**src/rtl/fcs_pkg.sv**
```systemverilog
package fcs_pkg;

    localparam int CRC_W = 16;
    localparam int CNT_W = $clog2(CRC_W);

    typedef logic [CRC_W-1:0] crc_t;

    // bit-reversed masks for right-shifting, LSB-first registers
    localparam crc_t MASK_CCITT = 16'h8408;  // x^16+x^12+x^5+1
    localparam crc_t MASK_ANSI  = 16'hA001;  // x^16+x^15+x^2+1

    typedef enum logic {
        POLY_CCITT = 1'b0,
        POLY_ANSI  = 1'b1
    } poly_e;

    typedef struct packed {
        logic  sdlc;
        logic  preset_ones;
        poly_e poly;
    } fcs_cfg_t;

    function automatic crc_t poly_mask(poly_e p);
        return (p == POLY_ANSI) ? MASK_ANSI : MASK_CCITT;
    endfunction

    function automatic crc_t crc_step(crc_t c, logic d, poly_e p);
        crc_t nxt;
        nxt = c >> 1;
        if (c[0] ^ d)
            nxt = nxt ^ poly_mask(p);
        return nxt;
    endfunction

    function automatic crc_t preset_val(logic ones);
        return ones ? '1 : '0;
    endfunction

    // register left by an intact frame; with an inverted check word this is
    // the register produced by all-ones bits fed from zero
    function automatic crc_t good_residue(fcs_cfg_t cfg);
        crc_t r;
        r = '0;
        if (cfg.sdlc) begin
            for (int i = 0; i < CRC_W; i++)
                r = crc_step(r, 1'b1, cfg.poly);
        end
        return r;
    endfunction

endpackage

```
**src/rtl/fcs_tx.sv**
```systemverilog
module fcs_tx
    import fcs_pkg::*;
(
    input  logic     clk,
    input  logic     rst,
    input  logic     en_sync,
    input  logic     bit_en,
    input  logic     sof,
    input  fcs_cfg_t cfg,
    input  logic     data_bit,
    input  logic     fcs_go,
    output logic     line_bit,
    output logic     fcs_busy
);

    localparam logic [CNT_W-1:0] LAST_IDX = CNT_W'(CRC_W - 1);

    crc_t             crc_q;
    logic             busy_q;
    logic [CNT_W-1:0] cnt_q;

    always_ff @(posedge clk) begin
        if (rst) begin
            crc_q  <= '0;
            busy_q <= 1'b0;
            cnt_q  <= '0;
        end else if (en_sync) begin
            if (sof) begin
                crc_q  <= preset_val(cfg.preset_ones);
                busy_q <= 1'b0;
                cnt_q  <= '0;
            end else if (busy_q) begin
                if (bit_en) begin
                    crc_q <= crc_q >> 1;
                    cnt_q <= cnt_q + 1'b1;
                    if (cnt_q == LAST_IDX)
                        busy_q <= 1'b0;
                end
            end else if (fcs_go) begin
                busy_q <= 1'b1;
                cnt_q  <= '0;
            end else if (bit_en) begin
                crc_q <= crc_step(crc_q, data_bit, cfg.poly);
            end
        end
    end

    assign line_bit = busy_q ? (crc_q[0] ^ cfg.sdlc) : data_bit;
    assign fcs_busy = busy_q;

    AST_TX_BUSY_START: assert property (@(posedge clk) disable iff (rst)
        $rose(busy_q) |-> $past(fcs_go && en_sync));
    AST_TX_BUSY_END: assert property (@(posedge clk) disable iff (rst)
        $fell(busy_q) |-> $past(bit_en || sof));
    AST_TX_NO_EN_HOLD: assert property (@(posedge clk) disable iff (rst)
        (!bit_en && !sof) |=> $stable(crc_q));
    AST_TX_ASYNC_IDLE: assert property (@(posedge clk) disable iff (rst)
        !en_sync |=> ($stable(crc_q) && $stable(busy_q)));

endmodule

```
**src/rtl/fcs_rx.sv**
```systemverilog
module fcs_rx
    import fcs_pkg::*;
(
    input  logic     clk,
    input  logic     rst,
    input  logic     en_sync,
    input  logic     bit_en,
    input  logic     sof,
    input  logic     eof,
    input  fcs_cfg_t cfg,
    input  logic     data_bit,
    output logic     crc_ok
);

    crc_t crc_q;
    logic ok_q;
    crc_t expect_res;

    assign expect_res = good_residue(cfg);

    always_ff @(posedge clk) begin
        if (rst) begin
            crc_q <= '0;
            ok_q  <= 1'b0;
        end else if (en_sync) begin
            if (sof) begin
                crc_q <= preset_val(cfg.preset_ones);
                ok_q  <= 1'b0;
            end else begin
                if (bit_en)
                    crc_q <= crc_step(crc_q, data_bit, cfg.poly);
                if (eof)
                    ok_q <= (crc_q == expect_res);
            end
        end
    end

    assign crc_ok = ok_q;

    AST_RX_OK_RISE: assert property (@(posedge clk) disable iff (rst)
        $rose(ok_q) |-> $past(eof && en_sync));
    AST_RX_OK_HOLD: assert property (@(posedge clk) disable iff (rst)
        (!eof && !sof) |=> $stable(ok_q));
    AST_RX_NO_EN_HOLD: assert property (@(posedge clk) disable iff (rst)
        (!bit_en && !sof) |=> $stable(crc_q));
    AST_RX_ASYNC_IDLE: assert property (@(posedge clk) disable iff (rst)
        !en_sync |=> ($stable(crc_q) && $stable(ok_q)));

endmodule

```
**src/rtl/hdlc_fcs_unit.sv**
```systemverilog
module hdlc_fcs_unit
    import fcs_pkg::*;
(
    input  logic clk,
    input  logic rst,
    input  logic sync_mode,
    input  logic sdlc_mode,
    input  logic preset_ones,
    input  logic poly_sel,
    input  logic bit_en,
    input  logic tx_sof,
    input  logic tx_bit,
    input  logic fcs_send,
    output logic tx_line,
    output logic tx_fcs_busy,
    input  logic rx_sof,
    input  logic rx_bit,
    input  logic rx_eof,
    output logic rx_crc_ok
);

    fcs_cfg_t cfg;

    always_comb begin
        cfg.sdlc        = sdlc_mode;
        cfg.preset_ones = preset_ones;
        cfg.poly        = poly_e'(poly_sel);
    end

    fcs_tx u_tx (
        .clk      (clk),
        .rst      (rst),
        .en_sync  (sync_mode),
        .bit_en   (bit_en),
        .sof      (tx_sof),
        .cfg      (cfg),
        .data_bit (tx_bit),
        .fcs_go   (fcs_send),
        .line_bit (tx_line),
        .fcs_busy (tx_fcs_busy)
    );

    fcs_rx u_rx (
        .clk      (clk),
        .rst      (rst),
        .en_sync  (sync_mode),
        .bit_en   (bit_en),
        .sof      (rx_sof),
        .eof      (rx_eof),
        .cfg      (cfg),
        .data_bit (rx_bit),
        .crc_ok   (rx_crc_ok)
    );

    AST_LINE_PASSTHRU: assert property (@(posedge clk) disable iff (rst)
        !tx_fcs_busy |-> (tx_line == tx_bit));

endmodule

```
**config.mk**
```make
export PLATFORM = sky130hd
export DESIGN_NAME = hdlc_fcs_unit
export DESIGN_NICKNAME = d
export VERILOG_FILES = /design/src/rtl/fcs_pkg.sv /design/src/rtl/fcs_tx.sv /design/src/rtl/fcs_rx.sv /design/src/rtl/hdlc_fcs_unit.sv
export SDC_FILE = /design/constraint.sdc
export NUM_CORES = 1
export LEC_CHECK = 0
export ABC_AREA = 0
export BUFFER_PORTS_ARGS = -buffer_cell sky130_fd_sc_hd__buf_2
export CAP_MARGIN = 20
export CORE_UTILIZATION = 63
export CTS_CLUSTER_SIZE = 14
export DETAILED_ROUTE_END_ITERATION = 7
export PLACE_DENSITY = 0.83
export SLEW_MARGIN = 20
export SYNTH_ARGS = -nofsm -noshare
export SYNTH_HDL_FRONTEND = slang
export SYNTH_HIERARCHICAL = 1
export SYNTH_SLANG_ARGS = --single-unit
```
**constraint.sdc**
```tcl
create_clock -name clk -period 2.7 [get_ports clk]
set_clock_uncertainty 0.05 [all_clocks]
set_input_delay 0.405 -clock clk [delete_from_list [all_inputs] [get_ports clk]]
set_output_delay 0.405 -clock clk [all_outputs]
set_load 0.1 [all_outputs]
```
* After elaboration in Yosys (flattened, before gate mapping)
Cells that the tools add are included.
** Word-level totals
- Flip-flop bits (word level) :: 38
- Word-level logic and storage cells :: 92
** Cells by class
- $add $sub $neg :: 1
- Equality and inequality tests :: 4
- Multiplexer cells :: 54
- Bitwise gates (word level) :: 20
- Reduce and logical (&&, ||, !) cells :: 8
** Operator list (count)
- $mux 16 :: 41
- $xor 15x16->16 :: 17
- $eq 16x16->1 :: 1
- $mux 4 :: 4
- $mux 14 :: 1
- $mux 1 :: 8
- $reduce_bool 3->1 :: 2
- $add 4x1->4 const B :: 1
- $eq 4x4->1 const B :: 1
- $reduce_and 2->1 :: 2
- $reduce_and 4->1 :: 1
- $reduce_bool 2->1 :: 2
- $ne 3x2->1 const B :: 1
- $ne 3x3->1 const B :: 1
- $reduce_and 3->1 :: 1
- $xor 1x1->1 :: 3

* Depth between registers and ports, before layout
Gate-level depths: netlist (run 1).
- Word-level depth :: 50
- Mapped depth :: 7

* By module
The synthesis (run 1) kept the hierarchy.
** Modules (own cells, without submodules)
- fcs_tx :: times used 1, cells each 119, area each 1091.0 sq um
- fcs_rx :: times used 1, cells each 104, area each 834.6 sq um

* Worst setup path after synthesis (run 1)
No wires, ideal clock.
- Kind :: reg2out
- From :: register u_tx.busy_q (netlist: u_tx/fcs_busy)
- To :: output tx_line
- Arrival time :: 2.686 ns
- Required time :: 2.245 ns
- Path slack :: -0.441 ns
- Cell stages (with the launch flop) :: 4
- Path buffers :: 1
- Cell sequence :: dfxtp_1 buf_6 nor2_1 a21oi_1
** On the way
- Cells in the longest elaborated chain, start to end :: 1
** RTL lines
- start, declared :: RTL line fcs_tx.sv:19 : logic busy_q;
- start signal, assigned :: RTL line fcs_tx.sv:25 : busy_q <= 1'b0;
- start signal, assigned :: RTL line fcs_tx.sv:30 : busy_q <= 1'b0;
- start signal, assigned :: RTL line fcs_tx.sv:37 : busy_q <= 1'b0;
- $mux 1 :: RTL line fcs_tx.sv:48 : assign line_bit = busy_q ? (crc_q[0] ^ cfg.sdlc) : data_bit;
- end, declared :: RTL line hdlc_fcs_unit.sv:14 : output logic tx_line,
No other way between the ends.

* Worst setup path after layout (run 1)
Ends and elaborated chain as after synthesis.

==> results of run 1 <==
==> how the worst max path moves through the flow <==
stage             startpoint              to  slack [ns]  depth (start not counted)
3_3_place_gp          tx_sof  u_tx/crc_q[13]        0.68                          5
5_1_grt        u_tx/fcs_busy         tx_line        0.59                          3
6_report       u_tx/fcs_busy         tx_line        0.70                          3
4_1_cts        u_tx/fcs_busy         tx_line        0.68                          3
2_1_floorplan  u_tx/fcs_busy         tx_line        0.18                          3
3_5_place_dp          tx_sof  u_tx/crc_q[10]        0.58                          5
==> through the flow <==
step | instance area [µm²] | hold slack [ns] | std cells | utilization [%]
6_report | 2020 | 0.382 | 259 | 71.6
5_1_grt | 2020 | 0.385 | 259 | 71.6
4_1_cts | 2020 | 0.381 | 259 | 71.6
3_5_place_dp | 1940 | 0.411 | 252 | 68.7
3_3_place_gp | 1940 | 0.403 | 252 | 68.7
2_1_floorplan | 1930 | 0.392 | 223 | -
==> per-layer routing <==
layer / global-route usage (%) / vias up / wire (µm)
met5: 0 / - / 0
met1: 34.1 / 830 / 1760
met4: 11.5 / 0 / 66
li1: - / 828 / -
met2: 48.7 / 48 / 2080
met3: 4.76 / 10 / 159
==> report_power, final <==
group          internal, mW  switching [mW]
clock network         0.216           0.182
logic                0.0801           0.134
registers             0.601          0.0353
total                 0.897           0.351
==> cells in the mapped netlist, drive strengths merged, types with 5 or more instances <==
cell | count | share of area, %
a211oi | 25 | 12
a21oi | 32 | 8.3
buf | 13 | 4.6
clkbuf | 5 | 0.97
dfxtp | 38 | 40
nand2 | 20 | 3.9
nand3b | 5 | 1.9
nor2 | 25 | 4.9
o21ai | 6 | 1.6
==> kinds of logic (layout without fill, tap and decap cells) <==
kind of cell,count (synthesis),after routing
mux,1,1
flops,38,38
fa+ha+maj,1,1
simple gates,73,73
compound gates,85,85
buf+inv,20,25
xor+xnor,5,5
==> final cells by class <==
type | count | area (µm²) | area share [%]
Timing Repair Buffer | 16 | 82.6 | 4.08
Multi-Input combinational cell | 165 | 1050 | 52.0
Inverter | 2 | 7.51 | 0.371
Clock inverter | 1 | 30.0 | 1.48
Clock buffer | 6 | 51.3 | 2.53
Tap cell | 31 | 38.8 | 1.92
Sequential cell | 38 | 761 | 37.6
==> critical path, stage by stage (launching register included) <==
cell and delay, ns:
dfxtp_1 0.55, nor2_1 0.11, a21oi_2 0.11, buf_2 0.44
==> sequential cells by signal, summed over array words and instances, names as in the netlist <==
signal,count
u_rx/crc_ok,1
u_rx/crc_q,16
u_tx/fcs_busy,1
u_tx/crc_q,16
u_tx/cnt_q,4
==> flow_summary.yaml, run 1 <==
synth:
  yosys_warnings: 6
  synthDistinctLibCells: 45
  synth-xor-area-share_pct: 2.27
  yosys.area_share.simple_pct: 19.3
  synth_compound_area_share_pct: 31.8
  ys_ff_latch: 38
  yosysSeqAreaShare_pct: 39.5
  async_flop_share_pct: 0
  netlist_area_um2: 1930
  synth_area_per_cell_um2: 8.63
  syn_inst: 223
  synth-edff-count: 0
  synth_fa_ha_area_share_pct: 0.650
  syn_nets: 237
  synth_ff_type: "dfxtp_1"
  synthMuxAreaShare_pct: 0.520
  synth_top_family_by_area: "compound AO/OA/AOI/OAI gates"
cells_and_area:
  mostFrequentLayoutCell: "dfxtp_1"
  mostFrequentLayoutCells: "dfxtp_1, a21oi_1, nor2_1"
  nFillCells: 221
  synthToLayoutAreaGrowth_pct: 5.13
  nNetsFinal: 242
  antenna_cells: 0
  layout-drive-gt1-share_pct: 17.1
drt:
  viasPerCell: 6.63
  route.vias.total: 1716
  drtPass1Iterations: 4
  detail-route-antenna-nets: 0
  routed_wire_length_per_instance_um: 15.7
  route.detailed.drc: 0
  wl_um: 4060
  drtIter0Drc: 99
setup_path:
  crit_type: "reg -> out"
  crit_path_end_kind: "output pin"
  r2r_end: "u_tx/crc_q[10]"
  rr_worst_depth: 4
  r2r_setup_slack_ns: 0.90
  rr_startpoint: "u_tx/fcs_busy"
  cp.arrival_ns: 1.55
  critical_path.startpoint_type: "flop"
  crit_required_ns: 2.25
  path_max_fanout: 10
grt:
  grt_use_total_pct: 27.9
  grt_pass1_wl_um: 7130
  antenna_found_initial: 0
  grt_pass1_vias: 1598
  grt_max_degree: 37
  grt_overflow: 0
clock_tree:
  postCtsHoldBufs: 0
  cts_tree: "done"
  cts.htree.levels: 2
  cts_root_buf: "clkbuf_4"
  cts_setup_buffers: 0
  path_clk_slew_ns: 0.12
  cts_buffers: 5
  ctsResizeCount: 0
  clock_path_buffers: 2
  clkLatencyLatePin_ns: 0.35
  clock-sinks: 38
placed_design:
  dp_slack_ns: 0.584
  io_buffers: 15
  dp_hpwl_um: 2700
  gp_congestion: 0.895
timing:
  rsz0062_at_grt: "no"
  finalHoldViolations: 0
  drv_slew: 0
  fin_crit_ns: 2.00
  worstMarginPinSlew_ns: 0.750
  setup_viol: 0
  fin_crit_sh_pct: 74.2
  tns_ns: 0
  max_slew_margin_pct: 50.0
  clock.fmax_mhz: 499
  fin_ws_ns: 0.696
power:
  design_power_total_mw: 1.25
  ir_worst_vdd_mv: 0.520
  p_leak_nw: 0.727
  power_density_nw_per_um2: 616
hold_path:
  hold_class: "in -> reg"
  hold_end: "u_rx/crc_ok"
  min_path_cells: 4
  min_from: "rx_eof"
run_status:
  status: "finished clean"
die:
  initial_core_util_pct: 68.1
  die_y_um: 57.3
  core_um2: 2830
  dieArea_um2: 3280
  die_w_um: 57.3
  ios: 16
  rows: 19
job:
  maxCapViolations: 0
No activity file was read; power rests on OpenSTA's default activity.
==> run 2: changes to the inputs <==
--- a/config.mk
+++ b/config.mk
@@ -8,10 +8,10 @@
 export ABC_AREA = 0
 export BUFFER_PORTS_ARGS = -buffer_cell sky130_fd_sc_hd__buf_2
 export CAP_MARGIN = 20
-export CORE_UTILIZATION = 63
+export CORE_UTILIZATION = 53
 export CTS_CLUSTER_SIZE = 14
 export DETAILED_ROUTE_END_ITERATION = 7
-export PLACE_DENSITY = 0.83
+export PLACE_DENSITY = 0.75
 export SLEW_MARGIN = 20
 export SYNTH_ARGS = -nofsm -noshare
 export SYNTH_HDL_FRONTEND = slang
==> constraint.sdc (replaced) <==
create_clock -name clk -period 1.65 [get_ports clk]
set_clock_uncertainty 0.05 [all_clocks]
set_input_delay 0.2475 -clock clk [delete_from_list [all_inputs] [get_ports clk]]
set_output_delay 0.2475 -clock clk [all_outputs]
set_load 0.1 [all_outputs]
==> run 2 against run 1 <==
Against the previous run:
- non-clock buffer count grew 8
- sequential cell count did not move
- design area is 5.5% higher
- critical path type unchanged
- largest power group unchanged
==> flow_summary.yaml, run 2 (synthesized netlist as in run 1, its figures left out) <==
drt:
  wl_um: 3930
  drtIter0Drc: 78
  drtPass1Iterations: 4
  detail-route-antenna-nets: 0
  route.detailed.drc: 0
  route.met3.wl_um: 186
  route.vias.total: 1661
  top_layer_used: "met4"
  routed_wire_length_per_instance_um: 13.9
  viasPerCell: 5.87
  drt-met1-wl_um: 1850
  met2WireLength_um: 1820
timing:
  max_slew_margin_pct: 67.9
  setup_viol: 0
  fin_ws_ns: 0.0968
  worstMarginPinSlew_ns: 0.485
  clock.fmax_mhz: 644
  finalHoldViolations: 0
  fin_crit_sh_pct: 94.1
  tns_ns: 0
  drv_slew: 0
  fin_crit_ns: 1.55
  rsz0062_at_grt: "no"
  hold_ws_ns: 0.177
cells_and_area:
  mostFrequentLayoutCell: "dfxtp_1"
  regArea_um2: 764
  mostFrequentLayoutCells: "dfxtp_1, a21oi_1, nor2_1"
  reg_top3: "u_rx/crc_q (16), u_tx/crc_q (16), u_tx/cnt_q (4)"
  nFillCells: 308
  multi_input_area_um2: 1060
  layout-drive-gt1-share_pct: 20.7
  synthToLayoutAreaGrowth_pct: 10.9
  stdcell_count: 283
  nNetsFinal: 250
  postLayoutCoreUtil_pct: 62.5
  fin_area_um2: 2140
  antenna_cells: 0
grt:
  grt_pass1_vias: 1499
  antenna_found_initial: 0
  grt_pass1_wl_um: 6900
  grt_max_degree: 28
  grt_overflow: 0
  grt_use_total_pct: 22.4
setup_path:
  cp.arrival_ns: 1.26
  crit_path_end_kind: "output pin"
  crit_chain: "xnor2_1, a21oi_4, buf_12"
  cp_num_buf_inv: 1
  r2r_setup_slack_ns: 0.20
  rr_worst_depth: 4
  crit_path_end: "tx_line"
  cpPeakStageDelay_ns: 0.41
  slowest_stage: "dfxtp_1"
  critical_path.startpoint_type: "flop"
  path_max_fanout: 3
  crit_required_ns: 1.35
  crit_cells: 3
  rr_startpoint: "u_rx/crc_q[5]"
  r2r_end: "u_rx/crc_ok"
  crit_type: "reg -> out"
  path_delay_family: "flip-flops"
  critical_path.startpoint: "u_tx/crc_q[0]"
placed_design:
  place_area_um2: 2070
  gp_congestion: 0.804
  io_buffers: 15
  dp_slack_ns: 0.213
  dpl.cell_count: 275
  dp_hpwl_um: 2660
die:
  die_w_um: 62.3
  die_y_um: 62.3
  initial_core_util_pct: 56.4
  rows: 21
  dieArea_um2: 3880
  ios: 16
  core_um2: 3420
clock_tree:
  clock_path_buffers: 2
  cts_setup_buffers: 0
  cts_buffers: 5
  cts.htree.levels: 2
  clock-sinks: 38
  postCtsHoldBufs: 0
  ctsResizeCount: 0
  path_clk_slew_ns: 0.11
  clkLatencyLatePin_ns: 0.35
  cts_tree: "done"
  cts_root_buf: "clkbuf_4"
hold_path:
  min_path_cells: 2
  hold_class: "in -> reg"
power:
  p_leak_nw: 0.776
  ir_worst_vdd_mv: 0.713
  power_density_nw_per_um2: 912
  design_power_total_mw: 1.95
job:
  maxCapViolations: 0
run_status:
  status: "finished clean"
-- run 2: cell types whose count changed in the layout (fill, tap and decap cells not counted), sizes merged --
| cell | change |
|---|---|
| clkinv | +1 |
| bufinv | -1 |
| buf | +8 |
| inv | +1 |
-- run 2: per-layer routing --
| layer | global-route usage (%) | vias up |
|---|---|---|
| li1 | - | 848 |
| met1 | 27.7 | 764 |
| met2 | 36.4 | 42 |
| met3 | 7.17 | 7 |
| met4 | 7.85 | 0 |
| met5 | 0 | - |
-- run 2: where the power goes --
| group | total, mW | switching (mW) | internal, mW |
|---|---|---|---|
| Sequential | 1.04 | 0.0539 | 0.983 |
| Clock | 0.527 | 0.320 | 0.206 |
| Combinational | 0.385 | 0.223 | 0.162 |
| Total | 1.95 | 0.597 | 1.35 |
-- run 2: worst min-delay path by stage --
stage	from	endpoint	slack, ns
final	sync_mode	u_tx/fcs_busy	0.18
after global routing	sync_mode	u_tx/fcs_busy	0.16
after CTS	sync_mode	u_tx/fcs_busy	0.17
after detailed placement	u_tx/crc_q[8]	u_tx/crc_q[7]	0.41
after global placement	u_tx/crc_q[8]	u_tx/crc_q[7]	0.40
after floorplan	poly_sel	u_rx/crc_q[3]	0.39
-- run 2: final cells by class --
class                      instances  share of cell area, %
multi-input combinational        165                   49.7
clock inverter                     2                  0.527
timing repair buffer              24                   8.55
sequential                        38                   35.8
clock buffer                       6                   2.40
tap                               46                   2.69
inverter                           2                  0.351
==> run 3: changes to the inputs <==
--- a/config.mk
+++ b/config.mk
@@ -8,11 +8,12 @@
 export ABC_AREA = 0
 export BUFFER_PORTS_ARGS = -buffer_cell sky130_fd_sc_hd__buf_2
 export CAP_MARGIN = 20
-export CORE_UTILIZATION = 53
+export CELL_PAD_IN_SITES_DETAIL_PLACEMENT = 0
+export CELL_PAD_IN_SITES_GLOBAL_PLACEMENT = 1
+export CORE_UTILIZATION = 40
 export CTS_CLUSTER_SIZE = 14
 export DETAILED_ROUTE_END_ITERATION = 7
-export PLACE_DENSITY = 0.75
-export SLEW_MARGIN = 20
+export PLACE_DENSITY_LB_ADDON = 0.1
 export SYNTH_ARGS = -nofsm -noshare
 export SYNTH_HDL_FRONTEND = slang
 export SYNTH_HIERARCHICAL = 1
==> run 3 against run 2 <==
Against the previous run:
- the run now ends with DRC left
- sequential cell count unchanged
- highest routed layer unchanged
- sequential power about the same
- routed wire length increased by 11%
- design area is 1.2% higher
- worst setup slack gained 0.076 ns
==> flow_summary.yaml, run 3 (synthesized netlist as in run 1, its figures left out) <==
setup_path:
  crit_path_end_kind: "output pin"
  critical_path.startpoint_type: "flop"
  cp_num_buf_inv: 1
  slowest_stage: "dfxtp_1"
  path_delay_family: "flip-flops"
  cp.arrival_ns: 1.18
  path_max_fanout: 3
  cpPeakStageDelay_ns: 0.39
  crit_chain: "xnor2_1, a21oi_4, buf_12"
  crit_required_ns: 1.35
  crit_type: "reg -> out"
timing:
  setup_viol: 0
  tns_ns: 0
  drv_slew: 0
  rsz0062_at_grt: "no"
  fin_crit_ns: 1.48
  fin_ws_ns: 0.173
  worstMarginPinSlew_ns: 0.478
  max_slew_margin_pct: 68.1
  hold_ws_ns: 0.218
  clock.fmax_mhz: 677
  finalHoldViolations: 0
  fin_crit_sh_pct: 89.5
power:
  ir_worst_vdd_mv: 0.625
  p_int_mw: 1.44
  comb_power_share_pct: 19.1
  p_leak_nw: 0.778
  pwr-share-seq_pct: 51.0
  pwr-share-clk_pct: 29.9
  power_density_nw_per_um2: 941
  power_switching_mw: 0.589
  switching_share_pct: 29.0
clock_tree:
  clock_path_buffers: 2
  cts_tree: "done"
  clkLatencyLatePin_ns: 0.29
  path_clk_slew_ns: 0.07
  cts.htree.levels: 2
  cts_setup_buffers: 0
  cts_buffers: 5
  postCtsHoldBufs: 0
  ctsResizeCount: 0
  clock-sinks: 38
  cts_root_buf: "clkbuf_8"
drt:
  route.vias.total: 1681
  drtPass1Iterations: 6
  viasPerCell: 5.82
  drtIter0Drc: 98
  routed_wire_length_per_instance_um: 15.1
  route.detailed.drc: 1
  wl_um: 4360
  detail-route-antenna-nets: 0
cells_and_area:
  fin_area_um2: 2160
  mostFrequentLayoutCell: "dfxtp_1"
  synthToLayoutAreaGrowth_pct: 12.2
  layout-drive-gt1-share_pct: 19.4
  mostFrequentLayoutCells: "dfxtp_1, a21oi_1, nor2_1"
  antenna_cells: 0
  nNetsFinal: 250
  reg_top3: "u_rx/crc_q (16), u_tx/crc_q (16), u_tx/cnt_q (4)"
run_status:
  violations: "DRC"
  status: "complete, but fails checks"
grt:
  grt_use_total_pct: 18.2
  grt_overflow: 0
  grt_pass1_vias: 1576
  grt_pass1_wl_um: 7340
  grt_max_degree: 28
  antenna_found_initial: 0
die:
  initial_core_util_pct: 42.8
  ios: 16
  die_w_um: 71.4
  die_y_um: 71.4
  rows: 24
  core_um2: 4500
  dieArea_um2: 5100
placed_design:
  place_area_um2: 2080
  dp_hpwl_um: 2980
  io_buffers: 15
  gp_congestion: 0.826
  dp_slack_ns: 0.241
job:
  maxCapViolations: 0
hold_path:
  hold_class: "in -> reg"
## run 3: cell types whose count changed in the layout (fill, tap and decap cells not counted)
cell	delta
clkinv_2	-1
clkbuf_1	+3
inv_4	-1
clkbuf_4	-5
clkbuf_8	+4
## run 3: metrics by stage
stage	std cells	total power, mW	utilization (%)
finish	289	2.03	48.0
global route	289	2.14	48.0
CTS	289	2.06	48.0
detailed placement	281	1.45	46.2
global placement	281	1.43	46.2
floorplan	223	1.34	-
## run 3: final cells by class
type                            count  area [µm²]
Clock buffer                        8        80.1
Timing Repair Buffer               24         183
Tap cell                           52        65.1
Inverter                            2        7.51
Sequential cell                    38         764
Fill cell                         433        2340
Multi-Input combinational cell    165        1060
## run 3: per-layer routing
metal  vias to the layer above  global-route usage, %  part of all wire, %
li1                        842                      -                    -
met3                         4                   3.94                  2.2
met5                         -                      0                    0
met4                         0                   6.44                 0.83
met1                       818                   22.6                   46
met2                        17                   31.3                   50
## run 3: worst paths after layout
check	from	to	slack [ns]	depth (start not counted)
worst max register to register	u_tx/fcs_busy	u_tx/crc_q[3]	0.24	5
worst max-delay path	u_tx/crc_q[0]	tx_line	0.17	3
worst min-delay path	sync_mode	u_tx/fcs_busy	0.22	2
worst min register to register	u_rx/crc_ok	u_rx/crc_ok	0.43	2
## run 3: power by group through the flow
| stage | clock (mW) | sequential [mW] | combinational (mW) |
|---|---|---|---|
| 6_report | 0.607 | 1.04 | 0.388 |
| 5_1_grt | 0.666 | 1.05 | 0.427 |
| 4_1_cts | 0.636 | 1.04 | 0.389 |
| 3_5_place_dp | 0 | 1.06 | 0.388 |
| 3_3_place_gp | 0 | 1.05 | 0.375 |
| 2_1_floorplan | 0 | 1.05 | 0.288 |
